**src/rtl/hsr_pkg.sv**
```systemverilog
package hsr_pkg;

    // Edge events derived from the synchronized sync level
    typedef struct packed {
        logic fall;
        logic rise;
    } sync_edge_t;

    function automatic sync_edge_t edges_of(input logic prev, input logic cur);
        sync_edge_t e;
        e.fall = prev & ~cur;
        e.rise = ~prev & cur;
        return e;
    endfunction

endpackage

```
**src/rtl/hsr_sync2.sv**
```systemverilog
module hsr_sync2 (
    input  logic clk,
    input  logic rst_n,
    input  logic d,
    output logic q
);
    typedef struct packed {
        logic meta;
        logic stab;
    } sync_st_t;

    sync_st_t st_d, st_q;

    always_comb begin
        st_d.meta = d;
        st_d.stab = st_q.meta;
    end

    always_ff @(posedge clk) begin
        if (!rst_n) st_q <= '{meta: 1'b1, stab: 1'b1};
        else        st_q <= st_d;
    end

    assign q = st_q.stab;
endmodule

```
**src/rtl/hsr_oneshot.sv**
```systemverilog
module hsr_oneshot #(
    parameter int WIDTH = 135
) (
    input  logic clk,
    input  logic rst_n,
    input  logic trig,
    output logic active
);
    localparam int CW = $clog2(WIDTH + 1);

    logic [CW-1:0] cnt_d, cnt_q;

    always_comb begin
        if (trig)              cnt_d = CW'(WIDTH);
        else if (cnt_q != '0)  cnt_d = cnt_q - 1'b1;
        else                   cnt_d = cnt_q;
    end

    always_ff @(posedge clk) begin
        if (!rst_n) cnt_q <= '0;
        else        cnt_q <= cnt_d;
    end

    assign active = (cnt_q != '0);
endmodule

```
**src/rtl/hsr_line_gate.sv**
```systemverilog
module hsr_line_gate #(
    parameter int LOCKOUT = 1287,
    parameter int TIMEOUT = 2145
) (
    input  logic clk,
    input  logic rst_n,
    input  logic fall,
    output logic accept
);
    localparam int GW = $clog2(TIMEOUT + 1);

    logic [GW-1:0] age_d, age_q;

    // Edge accepted once the window since the last accepted edge has opened;
    // the age saturates at TIMEOUT, so a lost signal is taken at once.
    assign accept = fall && (age_q >= GW'(LOCKOUT));

    always_comb begin
        if (accept)                   age_d = '0;
        else if (age_q < GW'(TIMEOUT)) age_d = age_q + 1'b1;
        else                          age_d = age_q;
    end

    always_ff @(posedge clk) begin
        if (!rst_n) age_q <= GW'(TIMEOUT);
        else        age_q <= age_d;
    end
endmodule

```
**src/rtl/hsync_regen.sv**
```systemverilog
module hsync_regen #(
    parameter int LINE_CYC  = 1716,
    parameter int HS_WIDTH  = 135,
    parameter int BP_WIDTH  = 81,
    parameter int BROAD_MIN = LINE_CYC / 4
) (
    input  logic clk,
    input  logic rst_n,
    input  logic csync_n,
    output logic hsync_o,
    output logic bporch_o
);
    import hsr_pkg::*;

    localparam int LOCKOUT = (LINE_CYC * 3) / 4;
    localparam int TIMEOUT = (LINE_CYC * 5) / 4;
    localparam int WW      = $clog2(BROAD_MIN + 1);

    typedef struct packed {
        logic          prev;   // synchronized level one cycle ago
        logic [WW-1:0] low_w;  // low duration of current pulse, saturating
        logic          pend;   // current pulse was accepted as a line edge
    } top_st_t;

    top_st_t    st_d, st_q;
    logic       sync_s;
    sync_edge_t edg;
    logic       hs_accept;
    logic       bp_trig;
    logic       broad;

    hsr_sync2 u_sync (
        .clk   (clk),
        .rst_n (rst_n),
        .d     (csync_n),
        .q     (sync_s)
    );

    assign edg   = edges_of(st_q.prev, sync_s);
    assign broad = (st_q.low_w >= WW'(BROAD_MIN));

    hsr_line_gate #(
        .LOCKOUT (LOCKOUT),
        .TIMEOUT (TIMEOUT)
    ) u_gate (
        .clk    (clk),
        .rst_n  (rst_n),
        .fall   (edg.fall),
        .accept (hs_accept)
    );

    assign bp_trig = edg.rise && (st_q.pend || broad);

    always_comb begin
        st_d      = st_q;
        st_d.prev = sync_s;
        if (edg.fall)
            st_d.low_w = WW'(1);
        else if (!sync_s && !broad)
            st_d.low_w = st_q.low_w + 1'b1;
        if (hs_accept)
            st_d.pend = 1'b1;
        else if (edg.rise)
            st_d.pend = 1'b0;
    end

    always_ff @(posedge clk) begin
        if (!rst_n) st_q <= '{prev: 1'b1, low_w: '0, pend: 1'b0};
        else        st_q <= st_d;
    end

    hsr_oneshot #(.WIDTH(HS_WIDTH)) u_hs_shot (
        .clk    (clk),
        .rst_n  (rst_n),
        .trig   (hs_accept),
        .active (hsync_o)
    );

    hsr_oneshot #(.WIDTH(BP_WIDTH)) u_bp_shot (
        .clk    (clk),
        .rst_n  (rst_n),
        .trig   (bp_trig),
        .active (bporch_o)
    );
endmodule

```
**config.mk**
```make
export PLATFORM = sky130hd
export DESIGN_NAME = hsync_regen
export DESIGN_NICKNAME = d
export VERILOG_FILES = /design/src/rtl/hsr_pkg.sv /design/src/rtl/hsr_sync2.sv /design/src/rtl/hsr_oneshot.sv /design/src/rtl/hsr_line_gate.sv /design/src/rtl/hsync_regen.sv
export SDC_FILE = /design/constraint.sdc
export NUM_CORES = 1
export LEC_CHECK = 0
export ABC_AREA = 1
export ABC_CLOCK_PERIOD_IN_PS = 1500
export CAP_MARGIN = 20
export CORE_MARGIN = 10
export CORE_UTILIZATION = 40
export CTS_CLUSTER_SIZE = 16
export DETAILED_ROUTE_END_ITERATION = 10
export SETUP_SLACK_MARGIN = 0.2
export SLEW_MARGIN = 10
export SYNTH_ARGS = -nofsm -noshare
export SYNTH_HDL_FRONTEND = slang
export SYNTH_SLANG_ARGS = --single-unit
```
**constraint.sdc**
```tcl
create_clock -name clk -period 1.5 [get_ports clk]
set_input_delay 0.3 -clock clk [delete_from_list [all_inputs] [get_ports clk]]
set_output_delay 0.3 -clock clk [all_outputs]
set_load 0.1 [all_outputs]
```
# Word level (Yosys, flattened, before mapping)

Index checks and enable logic that the tools add are counted.

Bits in latches: 0
ROM bits: 0
Memories kept: 0
Memory bits (writable): 0
Input port bits: 3
Output and inout bits: 2
Register bits after elaboration: 40

Mux-type cells: 10
Magnitude comparators: 3
Divide/modulo/power cells: 0
Shift operators: 0
$add $sub $neg: 4
$mul: 0
Eq/ne operators: 0
Reductions and logical operators: 16
Bitwise operators: 5

Operators with widths:

| kind                    | number |
|---|---|
| $mux W12                | 2 |
| $mux W8                 | 2 |
| $mux W7                 | 2 |
| $add A12 B1 Y12 const B | 1 |
| $ge A12 B11 Y1 const B  | 1 |
| $lt A12 B12 Y1 const B  | 1 |
| $reduce_bool A2 Y1      | 5 |
| $add A9 B1 Y9 const B   | 1 |
| $ge A9 B9 Y1 const B    | 1 |
| $reduce_bool A8 Y1      | 1 |
| $sub A8 B1 Y8 const B   | 1 |
| $reduce_bool A7 Y1      | 1 |
| $sub A7 B1 Y7 const B   | 1 |
| $reduce_or A2 Y1        | 3 |
| $mux W1                 | 4 |
| $logic_and A1 B1 Y1     | 3 |
| $not A1 Y1              | 3 |
| $and A1 B1 Y1           | 2 |
| $logic_not A1 Y1        | 2 |
| $logic_or A1 B1 Y1      | 1 |

# Longest topological paths before layout

Gate-level depths: netlist (run 1).

Depth in word-level cells: 5
Gate-level depth with buffers: 10
Gate-level depth less buffers: 10

# Modules after synthesis

From an unflattened synthesis (run 1), not the netlist that was laid out.

Cell total of the unflattened synthesis: 353
Area total of the unflattened synthesis: 2443.6 µm²

By module, submodules not included:

| module                  | area each (µm²) | cells each | instances |
|---|---|---|---|
| hsr_line_gate           | 892.1           | 139        | 1 |
| hsync_regen             | 661.9           | 96         | 1 |
| hsr_oneshot (u_hs_shot) | 473.0           | 64         | 1 |
| hsr_oneshot (u_bp_shot) | 361.6           | 48         | 1 |
| hsr_sync2               | 55.1            | 6          | 1 |

# Worst setup path after synthesis (run 1)

Ideal clock, no wire load.

Kind: register to register
Start point: reg u_hs_shot.cnt_q[0]
End point: reg u_hs_shot.cnt_q[1]
Slack: -0.452 ns
Clock period less this slack: 1.952 ns
Data arrival time: 1.821 ns
Setup time: 0.132 ns
Cell stages (with the launch flop): 8
Path buffers: 0
Cell sequence: dfxtp_1 -> inv_1 -> ha_1 -> nand3_1 -> nor3_2 -> nand3_2 -> o21ai_0 -> a21oi_1

RTL lines:

| item                         | line              | source |
|---|---|---|
| start: declaration           | hsr_oneshot.sv:11 | `logic [CW-1:0] cnt_d, cnt_q;` |
| start signal: assignment     | hsr_oneshot.sv:21 | `else cnt_q <= cnt_d;` |
| $reduce_bool A8 Y1           | -                 |  |
| named net hsync_o            | hsync_regen.sv:10 | `output logic hsync_o,` |
| $reduce_bool A2 Y1 (no line) | -                 |  |

The timed path passes the listed nets, and every way through them passes these cells. The select of a mux whose other input is x is not followed.
A chain may end at the register's enable or synchronous reset.

# Worst setup path after layout (run 1)

Start point: reg u_bp_shot.cnt_q[1]
End point: out bporch_o

Word-level cells in the longest chain between the ends: 1

RTL lines:

| item                     | line              | source |
|---|---|---|
| start: declaration       | hsr_oneshot.sv:11 |  |
| start signal: assignment | hsr_oneshot.sv:21 |  |
| $reduce_bool A7 Y1       | hsr_oneshot.sv:24 | `assign active = (cnt_q != '0);` |
| end: declaration         | hsync_regen.sv:11 | `output logic bporch_o` |

No other way between the ends.

==> results of run 1 <==
[repair_timing]
| action | 4_1_cts | 5_1_grt |
|---|---|---|
| buffers inserted | 24 | 6 |
| cloned | 1 | 0 |
| setup endpoints to repair | 39 | 39 |
| gates resized for setup | 78 | 31 |
| pin swaps | 33 | 33 |
[registers in the layout, indices dropped and copies added, names as in the netlist]
name / count
st_q: 11
u_sync.q: 1
u_bp_shot.cnt_q: 7
u_sync.st_d: 1
u_gate.age_q: 12
u_hs_shot.cnt_q: 8
[synthesized netlist by cell type, types with 5 or more instances]
| master | n | area [µm²] |
|---|---|---|
| sky130_fd_sc_hd__a21oi_1 | 30 | 150 |
| sky130_fd_sc_hd__o21ai_0 | 8 | 40.0 |
| sky130_fd_sc_hd__nand2_2 | 6 | 37.5 |
| sky130_fd_sc_hd__nor3_1 | 7 | 35.0 |
| sky130_fd_sc_hd__xor2_1 | 12 | 105 |
| sky130_fd_sc_hd__nor2_2 | 6 | 37.5 |
| sky130_fd_sc_hd__nand2_1 | 64 | 240 |
| sky130_fd_sc_hd__inv_1 | 29 | 109 |
| sky130_fd_sc_hd__inv_2 | 5 | 18.8 |
| sky130_fd_sc_hd__dfxtp_1 | 40 | 801 |
| sky130_fd_sc_hd__ha_1 | 6 | 75.1 |
| sky130_fd_sc_hd__nor2_1 | 23 | 86.3 |
| sky130_fd_sc_hd__nand3_1 | 27 | 135 |
[stage by stage]
step / util / setup slack [ps]
floorplan: - / -331
global placement: 0.483 / 6.33
detailed placement: 0.483 / 11.7
CTS: 0.597 / -278
global route: 0.633 / -393
finish: 0.633 / -306
[layer usage]
layer  global-route usage  vias to the layer above
met1                0.155                     1016
met5                    0                        -
met4               0.0386                        0
met2                0.226                       35
met3               0.0384                        8
li1                     -                     1074
[layout make-up]
cell class                 count  area, µm²
clock buffer                   7       96.3
timing repair buffer          49        452
tap                           70       87.6
multi-input combinational    218       1640
sequential                    40        827
inverter                      35        145
clock inverter                 1       30.0
fill                         413       1900
[worst min path at each step]
stage | to | startpoint | slack, ps
6_report | u_sync.q | u_sync.st_d[0] | 430
2_1_floorplan | u_sync.q | u_sync.st_d[0] | 390
4_1_cts | u_sync.q | u_sync.st_d[0] | 440
3_3_place_gp | u_sync.q | u_sync.st_d[0] | 410
3_5_place_dp | u_sync.q | u_sync.st_d[0] | 410
5_1_grt | u_sync.q | u_sync.st_d[0] | 460
[critical path, delay by kind of cell, from the launching register on]
family / cells / cell delay, ps
buffers and inverters: 3 / 350
DFF: 1 / 330
and+or+nand+nor: 4 / 380
adders and majority gates: 1 / 150
[power by group through the flow]
stage                     sequential (W)  clock (W)  combinational (W)
after floorplan                  0.00155          0            0.00184
after global placement           0.00160          0            0.00244
after detailed placement         0.00161          0            0.00244
after CTS                        0.00162    0.00101            0.00333
after global routing             0.00168    0.00105            0.00421
final                            0.00165   0.000976            0.00392
[cells by family after synthesis]
family | count (synthesis) | share of synthesized area
fa+ha+maj | 6 | 0.0348
xor+xnor | 14 | 0.0568
flops | 40 | 0.371
buf+inv | 39 | 0.0753
compound gates | 46 | 0.123
simple gates | 151 | 0.340
==> metrics.txt, run 1 <==
# TYPE chip_impl_metric gauge
chip_impl_info{name="status",value="complete, but fails checks"} 1
chip_impl_info{name="violations",value="setup timing"} 1
chip_impl_metric{name="total_power",unit="W"} 0.00654
chip_impl_metric{name="timing_hold_violations_final",unit=""} 0
chip_impl_metric{name="total_leakage_power",unit="nW"} 1.25
chip_impl_info{name="clock_tree.root_cell",value="sky130_fd_sc_hd__clkbuf_8"} 1
chip_impl_metric{name="critical_path_peak_fanout",unit=""} 2
chip_impl_info{name="startpoint_of_the_most_critical_setup_path",value="u_bp_shot.cnt_q[1]"} 1
chip_impl_metric{name="dieArea",unit="µm²"} 8740
chip_impl_metric{name="combinational_cell_fraction_of_total_power",unit=""} 0.599
chip_impl_metric{name="clock-sinks",unit=""} 40
chip_impl_metric{name="mappedNetlistNets",unit=""} 305
chip_impl_metric{name="drc_errors",unit=""} 0
chip_impl_metric{name="boundaryPins",unit=""} 5
chip_impl_metric{name="grt_pass1_wl",unit="µm"} 9450
chip_impl_metric{name="syn_area",unit="µm²"} 2160
chip_impl_info{name="postSynth.topFlopCell",value="sky130_fd_sc_hd__dfxtp_1"} 1
chip_impl_metric{name="overflow",unit=""} 0
chip_impl_metric{name="synthesis.yosys.warnings",unit=""} 0
chip_impl_metric{name="r2r_setup_slack",unit="ps"} -70
chip_impl_metric{name="numCtsBuffers",unit=""} 5
chip_impl_metric{name="power.switching_fraction",unit=""} 0.423
chip_impl_metric{name="setup_ws",unit="ps"} -306
chip_impl_metric{name="final_area",unit="µm²"} 3270
chip_impl_info{name="slowest_library_cell_on_the_worst_path",value="sky130_fd_sc_hd__dfxtp_2"} 1
chip_impl_metric{name="globalRouteTotalUtil",unit=""} 0.132
chip_impl_info{name="cp_most_frequent_cell",value="sky130_fd_sc_hd__nor2_4"} 1
chip_impl_metric{name="grt_max_degree",unit=""} 13
chip_impl_metric{name="period_minus_slack",unit="ps"} 1810
chip_impl_metric{name="via_count",unit=""} 2133
chip_impl_metric{name="maxSlewHeadroom",unit=""} 0.796
chip_impl_metric{name="finalHoldWorstSlack",unit="ps"} 432
chip_impl_metric{name="vertical_die_dimension",unit="µm"} 93.5
chip_impl_info{name="tritoncts",value="yes"} 1
chip_impl_metric{name="syn_avg_cell_area",unit="µm²"} 7.30
chip_impl_metric{name="instances_no_fill",unit=""} 420
chip_impl_info{name="timing_worst_setup_path_type",value="reg -> out"} 1
chip_impl_metric{name="met2_length",unit="µm"} 2840
chip_impl_metric{name="worst-r2r-cell-count",unit=""} 11
chip_impl_info{name="reg2reg_from",value="u_bp_shot.cnt_q[1]"} 1
chip_impl_metric{name="wirelength_routed",unit="µm"} 5670
chip_impl_metric{name="drt-wirelength-per-cell",unit="µm"} 13.5
chip_impl_metric{name="cts_max_path_buffers",unit=""} 2
chip_impl_metric{name="die_w",unit="µm"} 93.5
chip_impl_metric{name="drt_pass1_iterations",unit=""} 4
chip_impl_info{name="top_layer",value="met4"} 1
chip_impl_info{name="crit_path_end_kind",value="primary output"} 1
chip_impl_metric{name="via_count_of_the_first_global_routing_pass",unit=""} 2098
chip_impl_metric{name="insertedDiodeCount",unit=""} 0
chip_impl_metric{name="dp.cells",unit=""} 381
chip_impl_metric{name="floorplan.initialDensity",unit=""} 0.418
chip_impl_info{name="final_common_cell",value="sky130_fd_sc_hd__nand2_1"} 1
chip_impl_metric{name="clkLatencyLatePin",unit="ps"} 300
chip_impl_info{name="worst_r2r_endpoint",value="u_bp_shot.cnt_q[4]"} 1
chip_impl_metric{name="fraction_of_final_layout_cells_with_drive_strength_greater_than_1",unit=""} 0.511
chip_impl_metric{name="max_clock_freq",unit="MHz"} 554
chip_impl_metric{name="hold-path-cell-count",unit=""} 1
chip_impl_metric{name="fraction_of_power_consumed_by_sequential_logic",unit=""} 0.252
chip_impl_metric{name="fin_crit_sh",unit=""} 1.20
chip_impl_info{name="hold_path_class",value="reg -> reg"} 1
chip_impl_metric{name="detailedPlacementHpwl",unit="µm"} 3180
chip_impl_metric{name="place_area",unit="µm²"} 2500
chip_impl_metric{name="setup-tns-final",unit="ps"} -615
chip_impl_metric{name="worst_slew_pin_slew",unit="ps"} 303
chip_impl_metric{name="core_rows",unit=""} 26
chip_impl_metric{name="power.density",unit="nW/µm²"} 2000
chip_impl_metric{name="clock_skew",unit="ps"} 9.02
chip_impl_metric{name="critical_path_required",unit="ps"} 1200
chip_impl_metric{name="gp_congestion",unit=""} 0.852
chip_impl_metric{name="floorplan.core_area",unit="µm²"} 5170
chip_impl_metric{name="seq_area_frac_synth",unit=""} 0.371
chip_impl_info{name="start_kind",value="flop"} 1
chip_impl_metric{name="share_of_flip_flops_with_an_asynchronous_set_or_reset_after_synthesis",unit=""} 0
chip_impl_metric{name="timing_max_transition_violations_final",unit=""} 0
chip_impl_metric{name="worst_path_largest_cell_delay",unit="ps"} 330
chip_impl_metric{name="design.final.nets",unit=""} 358
chip_impl_metric{name="route.layer.met1.wl",unit="µm"} 2570
chip_impl_metric{name="internal_power_component",unit="W"} 0.00378
chip_impl_metric{name="synth_cell_types",unit=""} 33
chip_impl_metric{name="report.final.setup_viol",unit=""} 3
chip_impl_metric{name="number_of_max_cap_violations",unit=""} 0
chip_impl_metric{name="number_of_antenna_violations_at_the_first_check_in_global_routing",unit=""} 0
chip_impl_info{name="timing.critical_path.cells",value="inv_2, ha_4, nand2_4, nor2_4, nand2_2, nor2_4, clkinvlp_4, buf_12"} 1
chip_impl_metric{name="syn_to_final_growth",unit="%"} 51.6
chip_impl_metric{name="buffer_ports.inserted",unit=""} 4
chip_impl_metric{name="h_tree_level_count",unit=""} 2
chip_impl_metric{name="pwr-share-clk",unit=""} 0.149
chip_impl_metric{name="drt-vias-per-instance",unit=""} 5.08
chip_impl_metric{name="antenna_violating_nets_post_route",unit=""} 0
chip_impl_metric{name="cp.arrival",unit="ps"} 1510
chip_impl_metric{name="post_synthesis_instance_total",unit=""} 296
chip_impl_metric{name="hold_buffers",unit=""} 0
chip_impl_metric{name="clk_pin_slew",unit="ps"} 80
chip_impl_metric{name="netSwitchingPower",unit="W"} 0.00277
chip_impl_info{name="crit_path_end",value="bporch_o"} 1
chip_impl_info{name="final_cell_mix",value="49 x sky130_fd_sc_hd__nand2_1, 33 x sky130_fd_sc_hd__buf_4, 27 x sky130_fd_sc_hd__dfxtp_1, 23 x sky130_fd_sc_hd__a21oi_2, 21 x sky130_fd_sc_hd__inv_1"} 1
chip_impl_metric{name="max-vdd-ir-drop",unit="mV"} 1.67
chip_impl_metric{name="drt_iter0_markers",unit=""} 64
chip_impl_info{name="rsz0062_at_grt",value="true"} 1
chip_impl_metric{name="synth-seq-cells",unit=""} 40
chip_impl_metric{name="route.met3.wl",unit="µm"} 202
chip_impl_metric{name="synth_enable_flop_cells",unit=""} 0
(Power assumes the default switching activity.)
==> inputs of run 2 (changes only) <==
--- a/config.mk
+++ b/config.mk
@@ -6,10 +6,11 @@
 export NUM_CORES = 1
 export LEC_CHECK = 0
 export ABC_AREA = 1
-export ABC_CLOCK_PERIOD_IN_PS = 1500
 export CAP_MARGIN = 20
+export CORE_ASPECT_RATIO = 1.2
 export CORE_MARGIN = 10
 export CORE_UTILIZATION = 40
+export CTS_CLUSTER_DIAMETER = 30
 export CTS_CLUSTER_SIZE = 16
 export DETAILED_ROUTE_END_ITERATION = 10
 export SETUP_SLACK_MARGIN = 0.2
==> metrics.txt, run 2 (synthesis results as in run 1) <==
# TYPE chip_impl_metric gauge
chip_impl_metric{name="place_area",unit="µm²"} 2470
chip_impl_metric{name="nFillCells",unit=""} 403
chip_impl_metric{name="clk_pin_slew",unit="ps"} 80
chip_impl_metric{name="globalRouteTotalUtil",unit=""} 0.124
chip_impl_metric{name="final_area",unit="µm²"} 3290
chip_impl_info{name="final_cell_mix",value="43 x sky130_fd_sc_hd__nand2_1, 29 x sky130_fd_sc_hd__buf_4, 22 x sky130_fd_sc_hd__a21oi_2, 22 x sky130_fd_sc_hd__dfxtp_1, 21 x sky130_fd_sc_hd__inv_1"} 1
chip_impl_metric{name="dieArea",unit="µm²"} 8750
chip_impl_metric{name="max_clock_freq",unit="MHz"} 547
chip_impl_metric{name="overflow",unit=""} 0
chip_impl_metric{name="via_count",unit=""} 2127
chip_impl_metric{name="dp.cells",unit=""} 371
chip_impl_info{name="largest_register",value="u_gate.age_q"} 1
chip_impl_metric{name="antenna_violating_nets_post_route",unit=""} 0
chip_impl_info{name="violations",value="setup timing"} 1
chip_impl_metric{name="finalCoreUtilization",unit=""} 0.624
chip_impl_metric{name="setup_ws",unit="ps"} -328
chip_impl_info{name="tritoncts",value="yes"} 1
chip_impl_info{name="final_common_cell",value="sky130_fd_sc_hd__nand2_1"} 1
chip_impl_metric{name="detailedPlacementHpwl",unit="µm"} 3250
chip_impl_metric{name="worst_path_largest_cell_delay",unit="ps"} 340
chip_impl_metric{name="core_rows",unit=""} 29
chip_impl_metric{name="design.final.nets",unit=""} 354
chip_impl_metric{name="clock-sinks",unit=""} 40
chip_impl_metric{name="cts_max_path_buffers",unit=""} 2
chip_impl_metric{name="report.final.setup_viol",unit=""} 5
chip_impl_metric{name="number_of_antenna_violations_at_the_first_check_in_global_routing",unit=""} 0
chip_impl_info{name="start_kind",value="flop"} 1
chip_impl_metric{name="max-vdd-ir-drop",unit="mV"} 2.15
chip_impl_metric{name="timing_hold_violations_final",unit=""} 0
chip_impl_info{name="cp_most_frequent_cell",value="sky130_fd_sc_hd__nor2_4"} 1
chip_impl_metric{name="drc_errors",unit=""} 0
chip_impl_metric{name="h_tree_level_count",unit=""} 2
chip_impl_metric{name="grt_pass1_wl",unit="µm"} 8930
chip_impl_info{name="hold_path_class",value="reg -> reg"} 1
chip_impl_info{name="slowest_library_cell_on_the_worst_path",value="sky130_fd_sc_hd__dfxtp_2"} 1
chip_impl_metric{name="place_ws",unit="ps"} -13.8
chip_impl_metric{name="clkLatencyLatePin",unit="ps"} 300
chip_impl_metric{name="total_leakage_power",unit="nW"} 1.29
chip_impl_info{name="top_regs",value="u_gate.age_q x12, st_q x11, u_hs_shot.cnt_q x8"} 1
chip_impl_metric{name="insertedDiodeCount",unit=""} 0
chip_impl_metric{name="fraction_of_final_layout_cells_with_drive_strength_greater_than_1",unit=""} 0.555
chip_impl_metric{name="via_count_of_the_first_global_routing_pass",unit=""} 2050
chip_impl_metric{name="floorplan.initialDensity",unit=""} 0.410
chip_impl_metric{name="vertical_die_dimension",unit="µm"} 100
chip_impl_metric{name="drt-vias-per-instance",unit=""} 5.21
chip_impl_metric{name="numCtsBuffers",unit=""} 5
chip_impl_metric{name="critical_path_required",unit="ps"} 1200
chip_impl_metric{name="floorplan.core_area",unit="µm²"} 5260
chip_impl_metric{name="power.density",unit="nW/µm²"} 1880
chip_impl_metric{name="gp_congestion",unit=""} 0.827
chip_impl_info{name="crit_path_end_kind",value="primary output"} 1
chip_impl_metric{name="critical_path_peak_fanout",unit=""} 2
chip_impl_metric{name="drt_pass1_iterations",unit=""} 4
chip_impl_metric{name="worst_slew_pin_slew",unit="ps"} 352
chip_impl_metric{name="maxSlewHeadroom",unit=""} 0.763
chip_impl_metric{name="instances_no_fill",unit=""} 408
chip_impl_metric{name="timing_max_transition_violations_final",unit=""} 0
chip_impl_metric{name="drt_iter0_markers",unit=""} 64
chip_impl_metric{name="die_w",unit="µm"} 87.1
chip_impl_metric{name="flip_flop_count_of_the_largest_register_all_copies_and_words_added",unit=""} 12
chip_impl_metric{name="clock_skew",unit="ps"} 15.3
chip_impl_info{name="clock_tree.root_cell",value="sky130_fd_sc_hd__clkbuf_8"} 1
chip_impl_info{name="timing_worst_setup_path_type",value="reg -> out"} 1
chip_impl_metric{name="fin_crit_sh",unit=""} 1.22
chip_impl_info{name="status",value="complete, but fails checks"} 1
chip_impl_metric{name="drt-wirelength-per-cell",unit="µm"} 13.8
chip_impl_metric{name="number_of_max_cap_violations",unit=""} 0
chip_impl_info{name="rsz0062_at_grt",value="true"} 1
chip_impl_metric{name="buffer_ports.inserted",unit=""} 4
chip_impl_metric{name="syn_to_final_growth",unit="%"} 52.1
chip_impl_metric{name="grt_max_degree",unit=""} 14
chip_impl_metric{name="wirelength_routed",unit="µm"} 5650
chip_impl_metric{name="boundaryPins",unit=""} 5
chip_impl_metric{name="cp.arrival",unit="ps"} 1530
chip_impl_info{name="timing.critical_path.cells",value="inv_2, ha_4, nand2_4, nor2_4, nand2_2, nor2_4, clkinvlp_4, buf_12"} 1
chip_impl_metric{name="period_minus_slack",unit="ps"} 1830
-- run 2: changes by cell type in the layout (fill, tap and decap cells not counted), sizes merged --
cell	before	now
clkinv	1	4
bufinv	1	0
clkbuf	7	5
buf	47	43
-- run 2: layer usage --
metal	vias to the layer above	track usage	share of wire
li1	1065	-	-
met1	1013	0.132	0.41
met2	32	0.223	0.54
met3	17	0.0299	0.026
met4	0	0.0537	0.025
met5	-	0	0
-- run 2: worst paths after layout --
path / from / end / slack (ps) / depth (start not counted)
setup / recovery: u_bp_shot.cnt_q[0] / bporch_o / -330 / 8
hold / removal: u_sync.st_d[0] / u_sync.q / 440 / 1
setup reg to reg: u_bp_shot.cnt_q[0] / u_bp_shot.cnt_q[4] / -140 / 11
hold reg to reg: u_sync.st_d[0] / u_sync.q / 440 / 1
-- run 2: layout make-up --
class	instances	area, µm²	share of cell area
flip-flops and latches	40	836	0.254
clock buffers	5	68.8	0.0209
inverters	35	143	0.0434
clock inverters	3	18.8	0.00571
repair buffers	45	422	0.128
well taps	62	77.6	0.0236
multi-input cells	218	1720	0.524
-- run 2: report_power, final --
group | leakage [nW] | internal [W] | switching, W
sequential | 0.335 | 0.00134 | 0.000312
clock | 0.0479 | 0.000325 | 0.000400
combinational | 0.909 | 0.00174 | 0.00207
-- run 2: what timing repair did --
item / 4_1_cts / 5_1_grt
gates cloned: 1 / 0
hold buffers: 0 / 0
setup endpoints to repair: 38 / 39
gates resized for setup: 83 / 56
setup buffers: 19 / 9
pin swaps: 32 / 28
-- run 2: worst max-delay path: cells and delay by family (launching register included) --
kind | cells | cell delay, ps
adders and majority gates | 1 | 150
DFF | 1 | 340
and+or+nand+nor | 4 | 350
buffers and inverters | 3 | 390
-- run 2: stage by stage --
stage / power [W] / hold WS [ps] / setup TNS (ps)
5_1_grt: 0.00655 / 465 / -930
2_1_floorplan: 0.00339 / 393 / -1290
6_report: 0.00619 / 442 / -676
3_5_place_dp: 0.00406 / 418 / -20.6
4_1_cts: 0.00560 / 439 / -546
3_3_place_gp: 0.00405 / 406 / 0
